<file path="config.mk">
export PLATFORM = sky130hd
export DESIGN_NAME = flash_cmd_decoder
export DESIGN_NICKNAME = d
export VERILOG_FILES = /design/src/rtl/fcd_pkg.sv /design/src/rtl/fcd_strobe.sv /design/src/rtl/fcd_lockbank.sv /design/src/rtl/fcd_seq.sv /design/src/rtl/flash_cmd_decoder.sv
export SDC_FILE = /design/constraint.sdc
export NUM_CORES = 1
export LEC_CHECK = 0
export BUFFER_PORTS_ARGS = -buffer_cell sky130_fd_sc_hd__buf_2
export CAP_MARGIN = 10
export CORE_UTILIZATION = 45
export DETAILED_ROUTE_END_ITERATION = 7
export HOLD_SLACK_MARGIN = 0.1
export PLACE_DENSITY = 0.79
export SYNTH_ARGS = -nofsm -noshare
export SYNTH_HDL_FRONTEND = slang
export SYNTH_SLANG_ARGS = --single-unit
</file>
<file path="constraint.sdc">
create_clock -name clk -period 2 [get_ports clk]
set_input_delay 0.1 -clock clk [delete_from_list [all_inputs] [get_ports clk]]
set_output_delay 0.1 -clock clk [all_outputs]
set_load 0.03 [all_outputs]
</file>
<file path="src/rtl/fcd_pkg.sv">
package fcd_pkg;

  typedef enum logic [1:0] {
    RM_ARRAY  = 2'd0,
    RM_IDENT  = 2'd1,
    RM_STATUS = 2'd2
  } rmode_t;

  typedef enum logic [2:0] {
    OP_NONE  = 3'd0,
    OP_WRITE = 3'd1,
    OP_ERASE = 3'd2,
    OP_LSET  = 3'd3,
    OP_LPERM = 3'd4,
    OP_LCLR  = 3'd5
  } wop_t;

  typedef enum logic [1:0] {
    SQ_IDLE,
    SQ_ERASE,
    SQ_WRITE,
    SQ_LOCK
  } seq_t;

  localparam logic [7:0] C_RD_ARRAY = 8'hFF;
  localparam logic [7:0] C_RD_IDENT = 8'h90;
  localparam logic [7:0] C_RD_STAT  = 8'h70;
  localparam logic [7:0] C_CLR_STAT = 8'h50;
  localparam logic [7:0] C_ERASE    = 8'h20;
  localparam logic [7:0] C_WRITE_A  = 8'h40;
  localparam logic [7:0] C_WRITE_B  = 8'h10;
  localparam logic [7:0] C_LOCKSET  = 8'h60;
  localparam logic [7:0] C_CONFIRM  = 8'hD0;
  localparam logic [7:0] C_SUSPEND  = 8'hB0;
  localparam logic [7:0] C_LK_BLK   = 8'h01;
  localparam logic [7:0] C_LK_PERM  = 8'hF1;

  // error flag vector order: {erase/clear, write/set, volt, lock}
  localparam int EB_ERASE = 3;
  localparam int EB_WRITE = 2;
  localparam int EB_VOLT  = 1;
  localparam int EB_LOCK  = 0;

  function automatic logic [7:0] pack_status(input logic busy, input logic susp,
                                             input logic [3:0] err);
    return {~busy, susp, err[EB_ERASE], err[EB_WRITE], err[EB_VOLT], 1'b0,
            err[EB_LOCK], 1'b0};
  endfunction

  function automatic logic is_setup(input logic [7:0] c);
    return (c == C_ERASE) || (c == C_WRITE_A) || (c == C_WRITE_B) || (c == C_LOCKSET);
  endfunction

endpackage

</file>
<file path="src/rtl/fcd_strobe.sv">
module fcd_strobe #(
  parameter int AW = 19,
  parameter int DW = 16
) (
  input  logic          clk,
  input  logic          rst_n,
  input  logic          we_n,
  input  logic          ce_n,
  input  logic [AW-1:0] addr,
  input  logic [DW-1:0] din,
  output logic          cyc_evt,
  output logic [AW-1:0] cyc_addr,
  output logic [DW-1:0] cyc_data
);
  logic act_now;
  logic act_q;

  assign act_now = ~we_n & ~ce_n;

  always_ff @(posedge clk) begin
    if (!rst_n) act_q <= 1'b0;
    else        act_q <= act_now;
  end

  // a cycle ends when the joint-low window closes, whichever strobe rises first
  assign cyc_evt  = act_q & ~act_now;
  assign cyc_addr = addr;
  assign cyc_data = din;
endmodule

</file>
<file path="src/rtl/fcd_lockbank.sv">
module fcd_lockbank #(
  parameter int NBLK = 16,
  localparam int BB = $clog2(NBLK)
) (
  input  logic            clk,
  input  logic            rst_n,
  input  logic            set_en,
  input  logic [BB-1:0]   set_idx,
  input  logic            perm_set,
  input  logic            clr_all,
  output logic [NBLK-1:0] locks,
  output logic            perm
);
  for (genvar i = 0; i < NBLK; i++) begin : g_blk
    always_ff @(posedge clk) begin
      if (!rst_n)                                     locks[i] <= 1'b0;
      else if (clr_all)                               locks[i] <= 1'b0;
      else if (set_en && (set_idx == BB'(i)))         locks[i] <= 1'b1;
    end
  end

  always_ff @(posedge clk) begin
    if (!rst_n)        perm <= 1'b0;
    else if (perm_set) perm <= 1'b1;
  end
endmodule

</file>
<file path="src/rtl/fcd_seq.sv">
module fcd_seq
  import fcd_pkg::*;
#(
  parameter int AW = 19,
  parameter int DW = 16,
  parameter int NBLK = 16,
  localparam int BB = $clog2(NBLK)
) (
  input  logic            clk,
  input  logic            rst_n,
  input  logic            cyc_evt,
  input  logic [AW-1:0]   cyc_addr,
  input  logic [DW-1:0]   cyc_data,
  input  logic            hv,
  input  logic            busy,
  input  logic [NBLK-1:0] locks,
  input  logic            perm,
  output logic [1:0]      read_mode,
  output logic [7:0]      status,
  output logic            wsm_start,
  output logic [2:0]      wsm_op,
  output logic [AW-1:0]   wsm_addr,
  output logic [DW-1:0]   wsm_data,
  output logic            wsm_suspend,
  output logic            wsm_resume,
  output logic            lk_set_en,
  output logic [BB-1:0]   lk_idx,
  output logic            lk_perm,
  output logic            lk_clr,
  output logic            cmd_err_evt,
  output logic            lock_rej_evt
);
  function automatic logic [BB-1:0] blk_of(input logic [AW-1:0] a);
    return a[AW-1 -: BB];
  endfunction

  seq_t   st_q, st_n;
  rmode_t mode_q, mode_n;
  logic [3:0] err_q, err_n;
  logic susp_q, susp_n;
  logic go, sus_p, res_p, quiet, blk_locked;
  wop_t gop;
  logic [7:0] code;

  assign code       = cyc_data[7:0];
  assign quiet      = busy | susp_q;
  assign lk_idx     = blk_of(cyc_addr);
  assign blk_locked = locks[lk_idx] & ~hv;

  always_comb begin
    st_n = st_q; mode_n = mode_q; err_n = err_q; susp_n = susp_q;
    go = 1'b0; gop = OP_NONE; sus_p = 1'b0; res_p = 1'b0;
    lk_set_en = 1'b0; lk_perm = 1'b0; lk_clr = 1'b0;
    cmd_err_evt = 1'b0; lock_rej_evt = 1'b0;
    if (cyc_evt) begin
      unique case (st_q)
        SQ_IDLE: begin
          if (code == C_RD_ARRAY)      mode_n = RM_ARRAY;
          else if (code == C_RD_IDENT) mode_n = RM_IDENT;
          else if (code == C_RD_STAT)  mode_n = RM_STATUS;
          else if (code == C_CLR_STAT) err_n = '0;
          else if (code == C_SUSPEND) begin
            if (busy && !susp_q) begin
              sus_p = 1'b1; susp_n = 1'b1; mode_n = RM_STATUS;
            end
          end else if (code == C_CONFIRM && susp_q) begin
            res_p = 1'b1; susp_n = 1'b0; mode_n = RM_STATUS;
          end else if (!quiet) begin
            mode_n = RM_STATUS;
            if (code == C_ERASE)                               st_n = SQ_ERASE;
            else if (code == C_WRITE_A || code == C_WRITE_B)   st_n = SQ_WRITE;
            else if (code == C_LOCKSET)                        st_n = SQ_LOCK;
            else                                               cmd_err_evt = 1'b1;
          end
        end
        SQ_ERASE: begin
          st_n = SQ_IDLE; mode_n = RM_STATUS;
          if (code != C_CONFIRM) cmd_err_evt = 1'b1;
          else if (blk_locked) begin
            err_n[EB_ERASE] = 1'b1; err_n[EB_LOCK] = 1'b1; lock_rej_evt = 1'b1;
          end else begin
            go = 1'b1; gop = OP_ERASE;
          end
        end
        SQ_WRITE: begin
          st_n = SQ_IDLE; mode_n = RM_STATUS;
          if (blk_locked) begin
            err_n[EB_WRITE] = 1'b1; err_n[EB_LOCK] = 1'b1; lock_rej_evt = 1'b1;
          end else begin
            go = 1'b1; gop = OP_WRITE;
          end
        end
        SQ_LOCK: begin
          st_n = SQ_IDLE; mode_n = RM_STATUS;
          if (code == C_LK_BLK) begin
            if (perm) begin
              err_n[EB_WRITE] = 1'b1; err_n[EB_LOCK] = 1'b1; lock_rej_evt = 1'b1;
            end else if (!hv) begin
              err_n[EB_WRITE] = 1'b1; err_n[EB_VOLT] = 1'b1;
            end else begin
              go = 1'b1; gop = OP_LSET; lk_set_en = 1'b1;
            end
          end else if (code == C_LK_PERM) begin
            if (!hv) begin
              err_n[EB_WRITE] = 1'b1; err_n[EB_VOLT] = 1'b1;
            end else begin
              go = 1'b1; gop = OP_LPERM; lk_perm = 1'b1;
            end
          end else if (code == C_CONFIRM) begin
            if (perm) begin
              err_n[EB_ERASE] = 1'b1; err_n[EB_LOCK] = 1'b1; lock_rej_evt = 1'b1;
            end else if (!hv) begin
              err_n[EB_ERASE] = 1'b1; err_n[EB_VOLT] = 1'b1;
            end else begin
              go = 1'b1; gop = OP_LCLR; lk_clr = 1'b1;
            end
          end else cmd_err_evt = 1'b1;
        end
        default: st_n = SQ_IDLE;
      endcase
      if (cmd_err_evt) begin
        err_n[EB_ERASE] = 1'b1; err_n[EB_WRITE] = 1'b1;
        mode_n = RM_STATUS; st_n = SQ_IDLE;
      end
    end
  end

  always_ff @(posedge clk) begin
    if (!rst_n) begin
      st_q <= SQ_IDLE; mode_q <= RM_ARRAY; err_q <= '0; susp_q <= 1'b0;
      wsm_start <= 1'b0; wsm_op <= OP_NONE; wsm_addr <= '0; wsm_data <= '0;
      wsm_suspend <= 1'b0; wsm_resume <= 1'b0;
    end else begin
      st_q <= st_n; mode_q <= mode_n; err_q <= err_n; susp_q <= susp_n;
      wsm_start <= go; wsm_suspend <= sus_p; wsm_resume <= res_p;
      if (go) begin
        wsm_op <= gop; wsm_addr <= cyc_addr; wsm_data <= cyc_data;
      end
    end
  end

  assign read_mode = mode_q;
  assign status    = pack_status(busy, susp_q, err_q);
endmodule

</file>
<file path="src/rtl/flash_cmd_decoder.sv">
module flash_cmd_decoder
  import fcd_pkg::*;
#(
  parameter int AW = 19,
  parameter int DW = 16,
  parameter int NBLK = 16
) (
  input  logic            clk,
  input  logic            rst_n,
  input  logic            we_n,
  input  logic            ce_n,
  input  logic [AW-1:0]   addr,
  input  logic [DW-1:0]   din,
  input  logic            hv_reset,
  input  logic            wsm_busy,
  output logic [1:0]      read_mode,
  output logic [7:0]      status,
  output logic            wsm_start,
  output logic [2:0]      wsm_op,
  output logic [AW-1:0]   wsm_addr,
  output logic [DW-1:0]   wsm_data,
  output logic            wsm_suspend,
  output logic            wsm_resume,
  output logic [NBLK-1:0] block_locks,
  output logic            perm_lock
);
  localparam int BB = $clog2(NBLK);

  logic          cyc_evt;
  logic [AW-1:0] cyc_addr;
  logic [DW-1:0] cyc_data;
  logic          lk_set_en, lk_perm, lk_clr;
  logic [BB-1:0] lk_idx;
  logic          cmd_err_evt, lock_rej_evt;

  fcd_strobe #(.AW(AW), .DW(DW)) u_strobe (
    .clk(clk), .rst_n(rst_n), .we_n(we_n), .ce_n(ce_n), .addr(addr), .din(din),
    .cyc_evt(cyc_evt), .cyc_addr(cyc_addr), .cyc_data(cyc_data)
  );

  fcd_lockbank #(.NBLK(NBLK)) u_locks (
    .clk(clk), .rst_n(rst_n), .set_en(lk_set_en), .set_idx(lk_idx),
    .perm_set(lk_perm), .clr_all(lk_clr), .locks(block_locks), .perm(perm_lock)
  );

  fcd_seq #(.AW(AW), .DW(DW), .NBLK(NBLK)) u_seq (
    .clk(clk), .rst_n(rst_n), .cyc_evt(cyc_evt), .cyc_addr(cyc_addr),
    .cyc_data(cyc_data), .hv(hv_reset), .busy(wsm_busy), .locks(block_locks),
    .perm(perm_lock), .read_mode(read_mode), .status(status),
    .wsm_start(wsm_start), .wsm_op(wsm_op), .wsm_addr(wsm_addr),
    .wsm_data(wsm_data), .wsm_suspend(wsm_suspend), .wsm_resume(wsm_resume),
    .lk_set_en(lk_set_en), .lk_idx(lk_idx), .lk_perm(lk_perm), .lk_clr(lk_clr),
    .cmd_err_evt(cmd_err_evt), .lock_rej_evt(lock_rej_evt)
  );
endmodule

</file>
==> impl_metrics.tcl, run 1 <==
set metrics [dict create \
    status "finished, final reports clean" \
    worstHoldStart "din[4]" \
    synth_edf_count 0 \
    root_buffer "clkbuf_8" \
    critPathKind "flop to flop" \
    htreeDepth 3 \
    slew_violations 0 \
    async_flop_share_pct 0 \
    clk_pin_slew_ns 0.07 \
    cts.sinks 68 \
    finalNonFillerCells 642 \
    dominantRegCellSynth "dfxtp_1" \
    rr_startpoint "u_locks.locks[15]" \
    drc_errors 0 \
    syn_avg_cell_area_um2 8.372 \
    p_int_mw 2.052 \
    skew_ns 0.01036 \
    dpl_worst_slack_ns -0.1245 \
    crit_chain "mux4_2 -> nand2b_1 -> nand4b_1 -> o2111a_2 -> buf_12 -> mux2i_1 -> nor2_1" \
    numCtsBuffers 9 \
    clockPowerShare_pct 40.4 \
    routabilityCongestion 0.8637 \
    rsz0062_at_grt "false" \
    synthDominantCellAreaShare_pct 43.24 \
    final_common_cell "buf_2" \
    numPortBuffers 106 \
    post-place-cells 595 \
    cp.arrival_ns 2.12 \
    netlist_instances 376 \
    hold_viol 0 \
    dr.pass1.iters 5 \
    io_pins 109 \
    final_nets 583 \
    synth_seq_cells 68 \
    grt_pass1_wl_mm 15.01 \
    drive_gt1_share_pct 33.52 \
    start_util_pct 46.34 \
    min_period_ns 1.884 \
    grt-ovfl-total 0 \
    area_growth_pct 44.87 \
    seqPwrFrac_pct 49.9 \
    grt_antenna_before_repair 0 \
    setup_viol 0 \
    routed_wirelength_mm 9.348 \
    die_y_um 85.64 \
    start_kind "flop" \
    fmax_mhz 530.9 \
    cp.required_ns 2.23 \
    combPwrFrac_pct 9.7 \
    final_cell_mix "106 x buf_2, 63 x dfxtp_1, 53 x nand2_1, 52 x nor2_1, 46 x a21oi_1" \
    holdPathStages 3 \
    synth.area.top_cells "dfxtp_1 43%, a21oi_1 7.3%, mux2i_1 6.7%" \
    fillers 555 \
    critical_path.max_stage_delay_ns 0.44 \
    cpMaxStageDelayCell "mux4_2" \
    r2r_cells 7 \
    worstPathMaxFanout 18 \
    powerDensity_nw_per_um2 595.7 \
    peakVddDrop_v 0.0004418 \
    routed_via_density 5.357 \
    min_to "u_seq.wsm_data[4]" \
    die_area_um2 7334 \
    min_period_over_period_pct 94.18 \
    cts_buffer_depth 2 \
    n_antenna_cell 0 \
    grt_max_degree 22 \
    postCtsSetupBuffers 0 \
    dp_hpwl_mm 6.487 \
    grt_usage_pct 25.96 \
    p_switching_mw 0.6649 \
    power_leakage_nw 1.946 \
    yosys_warnings 0 \
    cp-end-kind "flop" \
    yosysSeqAreaShare_pct 43.24 \
    drt_iter0_drc 245 \
    drv_cap 0 \
    switching_share_pct 24.47 \
    rr_endpoint "u_seq.wsm_addr[13]" \
    hp-class "input port to flop" \
    antenna_left 0 \
    drt-wirelength-per-cell_um 14.56 \
    synth_area_um2 3148 \
    r2r_slack_ns 0.12 \
    synth.largest_area_cell "dfxtp_1" \
    vias 3439 \
    die_w_um 85.64 \
    coreArea_um2 6794 \
    cts_tree "yes" \
    core.rowCount 30 \
    fin_ws_ns 0.1163 \
    clkLatencyLatePin_ns 0.34 \
    grt_pass1_vias 3291 \
    synth_cell_types 58 \
]
==> layout make-up <==
cell class              count  area [um^2]  share of cell area (%)
flip-flops and latches     68         1368                   29.99
well taps                  96        120.1                   2.634
multi-input cells         277         1639                   35.94
inverters                   6        22.52                  0.4938
repair buffers            180         1229                   26.94
clock inverters             4        51.30                   1.125
clock buffers              11        131.4                   2.881
==> cells by family (layout without fill, tap and decap cells) <==
logic type,count (synthesis),count (layout),synth area share (%)
buf+inv,32,201,5.445
xor+xnor,1,1,0.2783
flops,68,68,43.24
other cells,1,2,0.1191
compound gates,90,90,18.01
mux,23,23,8.108
simple gates,161,161,24.80
==> worst max-delay path by stage <==
stage	cells after the start	from	slack, ns	end
4_1_cts	7	u_locks.locks[15]	0.08	u_seq.wsm_addr[10]
2_1_floorplan	9	din[0]	-0.03	u_seq.wsm_addr[10]
5_1_grt	7	u_locks.locks[15]	0.003	u_seq.wsm_addr[13]
6_report	7	u_locks.locks[15]	0.12	u_seq.wsm_addr[13]
3_3_place_gp	8	din[1]	-0.08	u_seq.wsm_addr[16]
3_5_place_dp	8	din[1]	-0.12	u_seq.wsm_addr[10]
==> registers in the layout (all words and copies together) (netlist names), 2 cells and up <==
name / count
u_locks.locks: 16
u_seq.read_mode: 2
u_seq.wsm_op: 3
u_seq.wsm_addr: 19
u_seq.err_q: 4
u_seq.wsm_data: 16
u_seq.st_q: 2
==> critical path: cells and delay by family (launching register included) <==
family / cells / cell delay [ns]
AOI/OAI and AO/OA: 1 / 0.25
buffers and inverters: 1 / 0.18
DFF: 1 / 0.33
muxes: 2 / 0.67
and+or+nand+nor: 3 / 0.35
==> cell usage after synthesis, drive strengths merged, types with 2 or more instances <==
master  count
dfxtp      68
nand2      53
nor2       52
a21oi      46
mux2i      21
buf        13
clkbuf     13
a31oi      10
nand3      10
o21ai      10
nor3        9
inv         6
nand4       5
nand2b      4
nor2b       4
nor4b       4
and3        3
o2111a      3
o21a        3
or4         3
a22oi       2
a311oi      2
mux4        2
nand4b      2
nor4        2
or2         2
or3         2
==> power by group through the flow <==
| stage | Combinational (mW) | Sequential [mW] | Clock [mW] |
|---|---|---|---|
| 2_1_floorplan | 0.104 | 1.39 | 0 |
| 3_3_place_gp | 0.207 | 1.39 | 0 |
| 3_5_place_dp | 0.210 | 1.39 | 0 |
| 4_1_cts | 0.259 | 1.36 | 1.10 |
| 5_1_grt | 0.284 | 1.36 | 1.18 |
| 6_report | 0.264 | 1.36 | 1.10 |
==> per-stage QoR <==
step	setup TNS [ns]	hold slack, ns	cell area [um^2]	util [%]	power (mW)
after detailed placement	-2.680	0.2982	4053	59.65	1.598
after global routing	0	0.1257	4561	67.13	2.822
final	0	0.1150	4561	67.13	2.717
after CTS	0	0.1108	4556	67.05	2.717
after global placement	-1.763	0.2954	4053	59.65	1.595
after floorplan	-0.2381	0.1768	3173	-	1.495
==> repair_timing <==
item | 4_1_cts | 5_1_grt
hold buffers | 32 | 0
hold endpoints to repair | 33 | 0
endpoints found under the setup margin | 0 | 12
resized for setup | 0 | 3
==> routing by layer <==
metal,vias up,GRT usage (%),share of wire [%]
met3,22,5.486,7.1
met5,-,0,0
li1,1666,-,-
met2,171,45.45,50
met4,0,11.97,2.2
met1,1580,30.41,40
Power figures use the tool's default switching activity.
==> run 2, diff against run 1 <==
--- a/config.mk
+++ b/config.mk
@@ -10,7 +10,7 @@
 export CORE_UTILIZATION = 45
 export DETAILED_ROUTE_END_ITERATION = 7
 export HOLD_SLACK_MARGIN = 0.1
-export PLACE_DENSITY = 0.79
+export PLACE_DENSITY_LB_ADDON = 0.08
 export SYNTH_ARGS = -nofsm -noshare
 export SYNTH_HDL_FRONTEND = slang
 export SYNTH_SLANG_ARGS = --single-unit
==> run 2 against run 1 <==
Clock power is essentially flat. Via count shrank 2.6%. Core utilization shrank 0.20 points. Sequential share of layout area grew 0.12 points. Flip-flop and latch count is the same. Worst setup slack lost 0.027 ns. Die area is the same. Non-clock buffer count grew 1. Sequential power is essentially flat. Global-route usage shrank 0.056 points.
==> impl_metrics.tcl, run 2 (synthesis gave the netlist of run 1 again) <==
set metrics [dict create \
    status "finished, final reports clean" \
    hold_viol 0 \
    largest_reg_flops 19 \
    rsz0062_at_grt "true" \
    grt-ovfl-total 0 \
    cts.sinks 68 \
    stdcell_area_um2 4547 \
    postCtsSetupBuffers 0 \
    grt_max_degree 22 \
    min_period_ns 1.910 \
    place_area_um2 4038 \
    grt_antenna_before_repair 0 \
    cpMaxStageDelayCell "mux4_2" \
    startpoint "u_locks.locks[15]" \
    grt-busiest-layer "met2" \
    use_met3_pct 5.871 \
    dr.pass1.iters 4 \
    drc_errors 0 \
    crit_chain "mux4_2 -> nand2b_1 -> nand4b_1 -> o2111a_2 -> buf_6 -> mux2i_1 -> nor2_1" \
    top_register "u_seq.wsm_addr" \
    setup_viol 0 \
    root_buffer "clkbuf_8" \
    use_met2_pct 44.95 \
    start_kind "flop" \
    worstPathMaxFanout 9 \
    power_mw 2.749 \
    slew_violations 0 \
    dp_hpwl_mm 6.500 \
    routabilityCongestion 0.8800 \
    numPortBuffers 106 \
    peakVddDrop_v 0.0004045 \
    worstHoldStart "addr[17]" \
    final_nets 584 \
    drt-wirelength-per-cell_um 14.31 \
    grt.met1_usage_pct 32.35 \
    clk_pin_slew_ns 0.07 \
    critPathKind "flop to flop" \
    routed_wirelength_mm 9.216 \
    die_w_um 85.64 \
    n_antenna_cell 0 \
    seq_area_um2 1369 \
    rr_startpoint "u_locks.locks[15]" \
    clkLatencyLatePin_ns 0.35 \
    antenna_left 0 \
    power_leakage_nw 1.950 \
    reg_top3 "u_seq.wsm_addr (19), u_locks.locks (16), u_seq.wsm_data (16)" \
    routed_via_density 5.202 \
    numCtsBuffers 9 \
    fin_ws_ns 0.08967 \
    grt_usage_pct 25.90 \
    cts_tree "yes" \
    powerDensity_nw_per_um2 604.6 \
    start_util_pct 46.34 \
    drv_cap 0 \
    dpl_worst_slack_ns -0.1852 \
    coreArea_um2 6794 \
    r2r_cells 7 \
    drive_gt1_share_pct 34.49 \
    final_cell_mix "106 x buf_2, 62 x dfxtp_1, 53 x nand2_1, 52 x nor2_1, 46 x a21oi_1" \
    vias 3350 \
    fmax_mhz 523.5 \
    die_y_um 85.64 \
    critical_path.max_stage_delay_ns 0.48 \
    die_area_um2 7334 \
    cp.arrival_ns 2.13 \
    io_pins 109 \
    skew_ns 0.01032 \
    cts_buffer_depth 2 \
    area_growth_pct 44.44 \
    multiInputGateArea_um2 1635 \
    drt_iter0_drc 184 \
    cp.required_ns 2.22 \
    htreeDepth 3 \
    core.rowCount 30 \
    hp-class "input port to flop" \
    fillers 600 \
    min_period_over_period_pct 95.52 \
    grt_pass1_vias 3155 \
    final_common_cell "buf_2" \
    grt_pass1_wl_mm 14.99 \
    cp-end-kind "flop" \
    holdPathStages 3 \
]
run 2: changes by cell type in the layout (fill, tap and decap cells not counted), moves of 2 or more:
cell / before / now
buf_12: 5 / 2
buf_4: 37 / 41
buf_6: 0 / 2
clkbuf_1: 2 / 0
clkinvlp_4: 1 / 3
dlygate4sd3_1: 32 / 30
inv_6: 0 / 2
run 2: cell type report:
cell class / instances / share of cell area, %
multi-input cells: 277 / 35.97
flip-flops and latches: 68 / 30.10
repair buffers: 181 / 26.42
clock buffers: 9 / 2.724
well taps: 96 / 2.642
clock inverters: 7 / 1.651
inverters: 6 / 0.4953
run 2: per-layer routing:
| metal | vias up | wire length [um] |
|---|---|---|
| met5 | - | 0 |
| met4 | 0 | 115 |
| met3 | 11 | 436 |
| met2 | 94 | 4672 |
| met1 | 1582 | 3992 |
| li1 | 1663 | - |
run 2: power by group:
group          switching, mW  internal, mW  total (mW)
clock                  0.548         0.581        1.13
combinational          0.136         0.127       0.264
sequential           0.00131          1.36        1.36
run 2: repair_timing:
item                                   4_1_cts  5_1_grt
hold buffers                                30        0
endpoints found under the hold margin       31        0
gates resized for setup                      0        4
setup endpoints to repair                    0       12
run 2: worst paths after layout:
| path | slack (ns) | end |
|---|---|---|
| max | 0.09 | u_seq.wsm_addr[14] |
| min | 0.12 | u_seq.wsm_addr[17] |
| max reg2reg | 0.09 | u_seq.wsm_addr[14] |
| min reg2reg | 0.45 | u_seq.err_q[1] |
run 2: stage by stage:
stage,util (%),hold WS (ns),TNS (ns),cells
final,66.92,0.1214,0,644
after floorplan,-,0.1768,-0.2381,377
after detailed placement,59.43,0.2987,-2.914,598
after global routing,66.92,0.1297,-0.001459,644
after CTS,66.78,0.1061,0,644
after global placement,59.43,0.2953,-1.924,598
run 2: critical path, delay by kind of cell (launching register included):
kind,cells,cell delay [ns]
AND/OR/NAND/NOR,3,0.32
flip-flops,1,0.33
multiplexers,2,0.69
buffers and inverters,1,0.17
AO/OA/AOI/OAI,1,0.26
==> run 3, diff against run 2 <==
==> constraint.sdc (replaced) <==
create_clock -name clk -period 2.4 [get_ports clk]
set_input_delay 0.12 -clock clk [delete_from_list [all_inputs] [get_ports clk]]
set_output_delay 0.12 -clock clk [all_outputs]
set_load 0.03 [all_outputs]
==> run 3 against run 2 <==
Final cell count is 4.3% lower. Sequential share of layout area is 1.1 points higher. Hold slack worse by 0.013 ns. Register-to-register slack better by 0.19 ns. Combinational power is 27% lower. Worst setup slack better by 0.19 ns. Critical path type unchanged. Largest power group is now clock. Highest routed layer unchanged.
==> impl_metrics.tcl, run 3 (synthesis gave the netlist of run 1 again) <==
set metrics [dict create \
    largest_reg_flops 19 \
    drv_cap 0 \
    grt-busiest-layer "met2" \
    rr_startpoint "u_seq.st_q[1]" \
    dr.pass1.iters 5 \
    cp-end-kind "flop" \
    fillers 606 \
    htreeDepth 3 \
    coreArea_um2 6794 \
    grt_pass1_vias 2990 \
    critPathKind "flop to flop" \
    worst_pin_slew_ns 0.5607 \
    grt_max_degree 31 \
    grt_pass1_wl_mm 14.04 \
    slew_headroom_pct 62.57 \
    hp-class "input port to flop" \
    powerDensity_nw_per_um2 571.0 \
    grt.met1_usage_pct 29.92 \
    r2r_cells 6 \
    skew_ns 0.01076 \
    final_core_util_pct 64.16 \
    start_kind "flop" \
    worstHoldStart "rst_n" \
    final_cell_mix "106 x buf_2, 68 x dfxtp_1, 53 x nand2_1, 52 x nor2_1, 46 x a21oi_1" \
    grt_antenna_before_repair 0 \
    area_growth_pct 38.47 \
    final_common_cell "buf_2" \
    routabilityCongestion 0.9088 \
    vias 3272 \
    grt_usage_pct 24.06 \
    reg_top3 "u_seq.wsm_addr (19), u_locks.locks (16), u_seq.wsm_data (16)" \
    die_area_um2 7334 \
    rsz0062_at_grt "false" \
    clkLatencyLatePin_ns 0.34 \
    worstPathMaxFanout 17 \
    power_mw 2.489 \
    r2r_slack_ns 0.28 \
    slew_violations 0 \
    drt_iter0_drc 171 \
    antenna_left 0 \
    top_register "u_seq.wsm_addr" \
    setup_viol 0 \
    final_nets 556 \
    cts_tree "yes" \
    io_pins 109 \
    cp.arrival_ns 2.33 \
    routed_via_density 5.312 \
    cp.required_ns 2.61 \
    cts_buffer_depth 2 \
    drive_gt1_share_pct 29.42 \
    die_y_um 85.64 \
    hold_viol 0 \
    clk_pin_slew_ns 0.07 \
    fmax_mhz 470.8 \
    cts_resized 0 \
    status "finished, final reports clean" \
    holdBufCountCts 29 \
    min_to "u_locks.perm" \
    fin_ws_ns 0.2760 \
    setup_tns_ns 0 \
    core.rowCount 30 \
    die_w_um 85.64 \
    holdPathStages 2 \
    cts.sinks 68 \
    postCtsSetupBuffers 0 \
    dp_hpwl_mm 5.981 \
    min_period_ns 2.124 \
    drt-wirelength-per-cell_um 14.13 \
    rr_endpoint "u_seq.wsm_addr[13]" \
    drc_errors 0 \
    numPortBuffers 106 \
    numCtsBuffers 9 \
    start_util_pct 46.34 \
    grt-ovfl-total 0 \
    peakVddDrop_v 0.0003634 \
    power_leakage_nw 1.829 \
    routed_wirelength_mm 8.704 \
    use_met2_pct 40.80 \
    min_period_over_period_pct 88.50 \
    root_buffer "clkbuf_8" \
    use_met3_pct 5.775 \
    n_antenna_cell 0 \
    dpl_worst_slack_ns 0.04919 \
]
==> run 3: changes by cell type in the layout (fill, tap and decap cells not counted), moves of 2 or more <==
cell and change:
buf_4 -25, buf_6 -2, bufinv_16 +2, clkinvlp_4 -2
dfxtp_1 +6, dfxtp_2 -6, inv_6 -2
==> run 3: worst max-delay path by stage <==
stage | from | end | cells past startpoint
global route | u_seq.st_q[1] | u_seq.wsm_addr[13] | 6
detailed placement | din[0] | u_seq.st_q[0] | 8
CTS | u_seq.st_q[1] | u_seq.wsm_addr[13] | 6
finish | u_seq.st_q[1] | u_seq.wsm_addr[13] | 6
global placement | din[0] | u_seq.st_q[0] | 8
floorplan | u_locks.perm | u_seq.wsm_addr[10] | 7
==> run 3: power breakdown <==
group / internal [mW] / total [mW] / switching (mW) / leakage, nW
registers: 1.13 / 1.13 / 0.00124 / 0.548
logic: 0.0862 / 0.192 / 0.106 / 1.16
clock network: 0.719 / 1.17 / 0.447 / 0.122
total: 1.93 / 2.49 / 0.555 / 1.83
==> run 3: cell type report <==
cell class	count	area [um^2]	share of cell area (%)
multi-input cells	277	1625	37.28
flip-flops and latches	68	1361	31.23
clock inverters	6	111.4	2.555
inverters	6	22.52	0.5166
well taps	96	120.1	2.755
clock buffers	10	137.6	3.157
repair buffers	153	980.9	22.50
==> run 3: metal layers <==
| layer | share of wire (%) | vias up |
|---|---|---|
| met5 | 0 | - |
| li1 | - | 1609 |
| met3 | 6.2 | 12 |
| met4 | 1.4 | 0 |
| met1 | 43 | 1529 |
| met2 | 49 | 122 |
==> run 3: critical path: stages (launching register included) <==
cell and delay [ns]:
dfxtp_1 0.60, nor2b_1 0.38, a311o_2 0.20, o2111a_1 0.29, buf_12 0.20, mux2i_1 0.25, nor2_1 0.06
==> run 3: stage by stage <==
stage / hold WS (ns) / cells / instance area [um^2]
2_1_floorplan: 0.1968 / 377 / 3152
3_3_place_gp: 0.3195 / 571 / 3820
3_5_place_dp: 0.3247 / 571 / 3820
4_1_cts: 0.1030 / 616 / 4359
5_1_grt: 0.1006 / 616 / 4359
6_report: 0.1087 / 616 / 4359
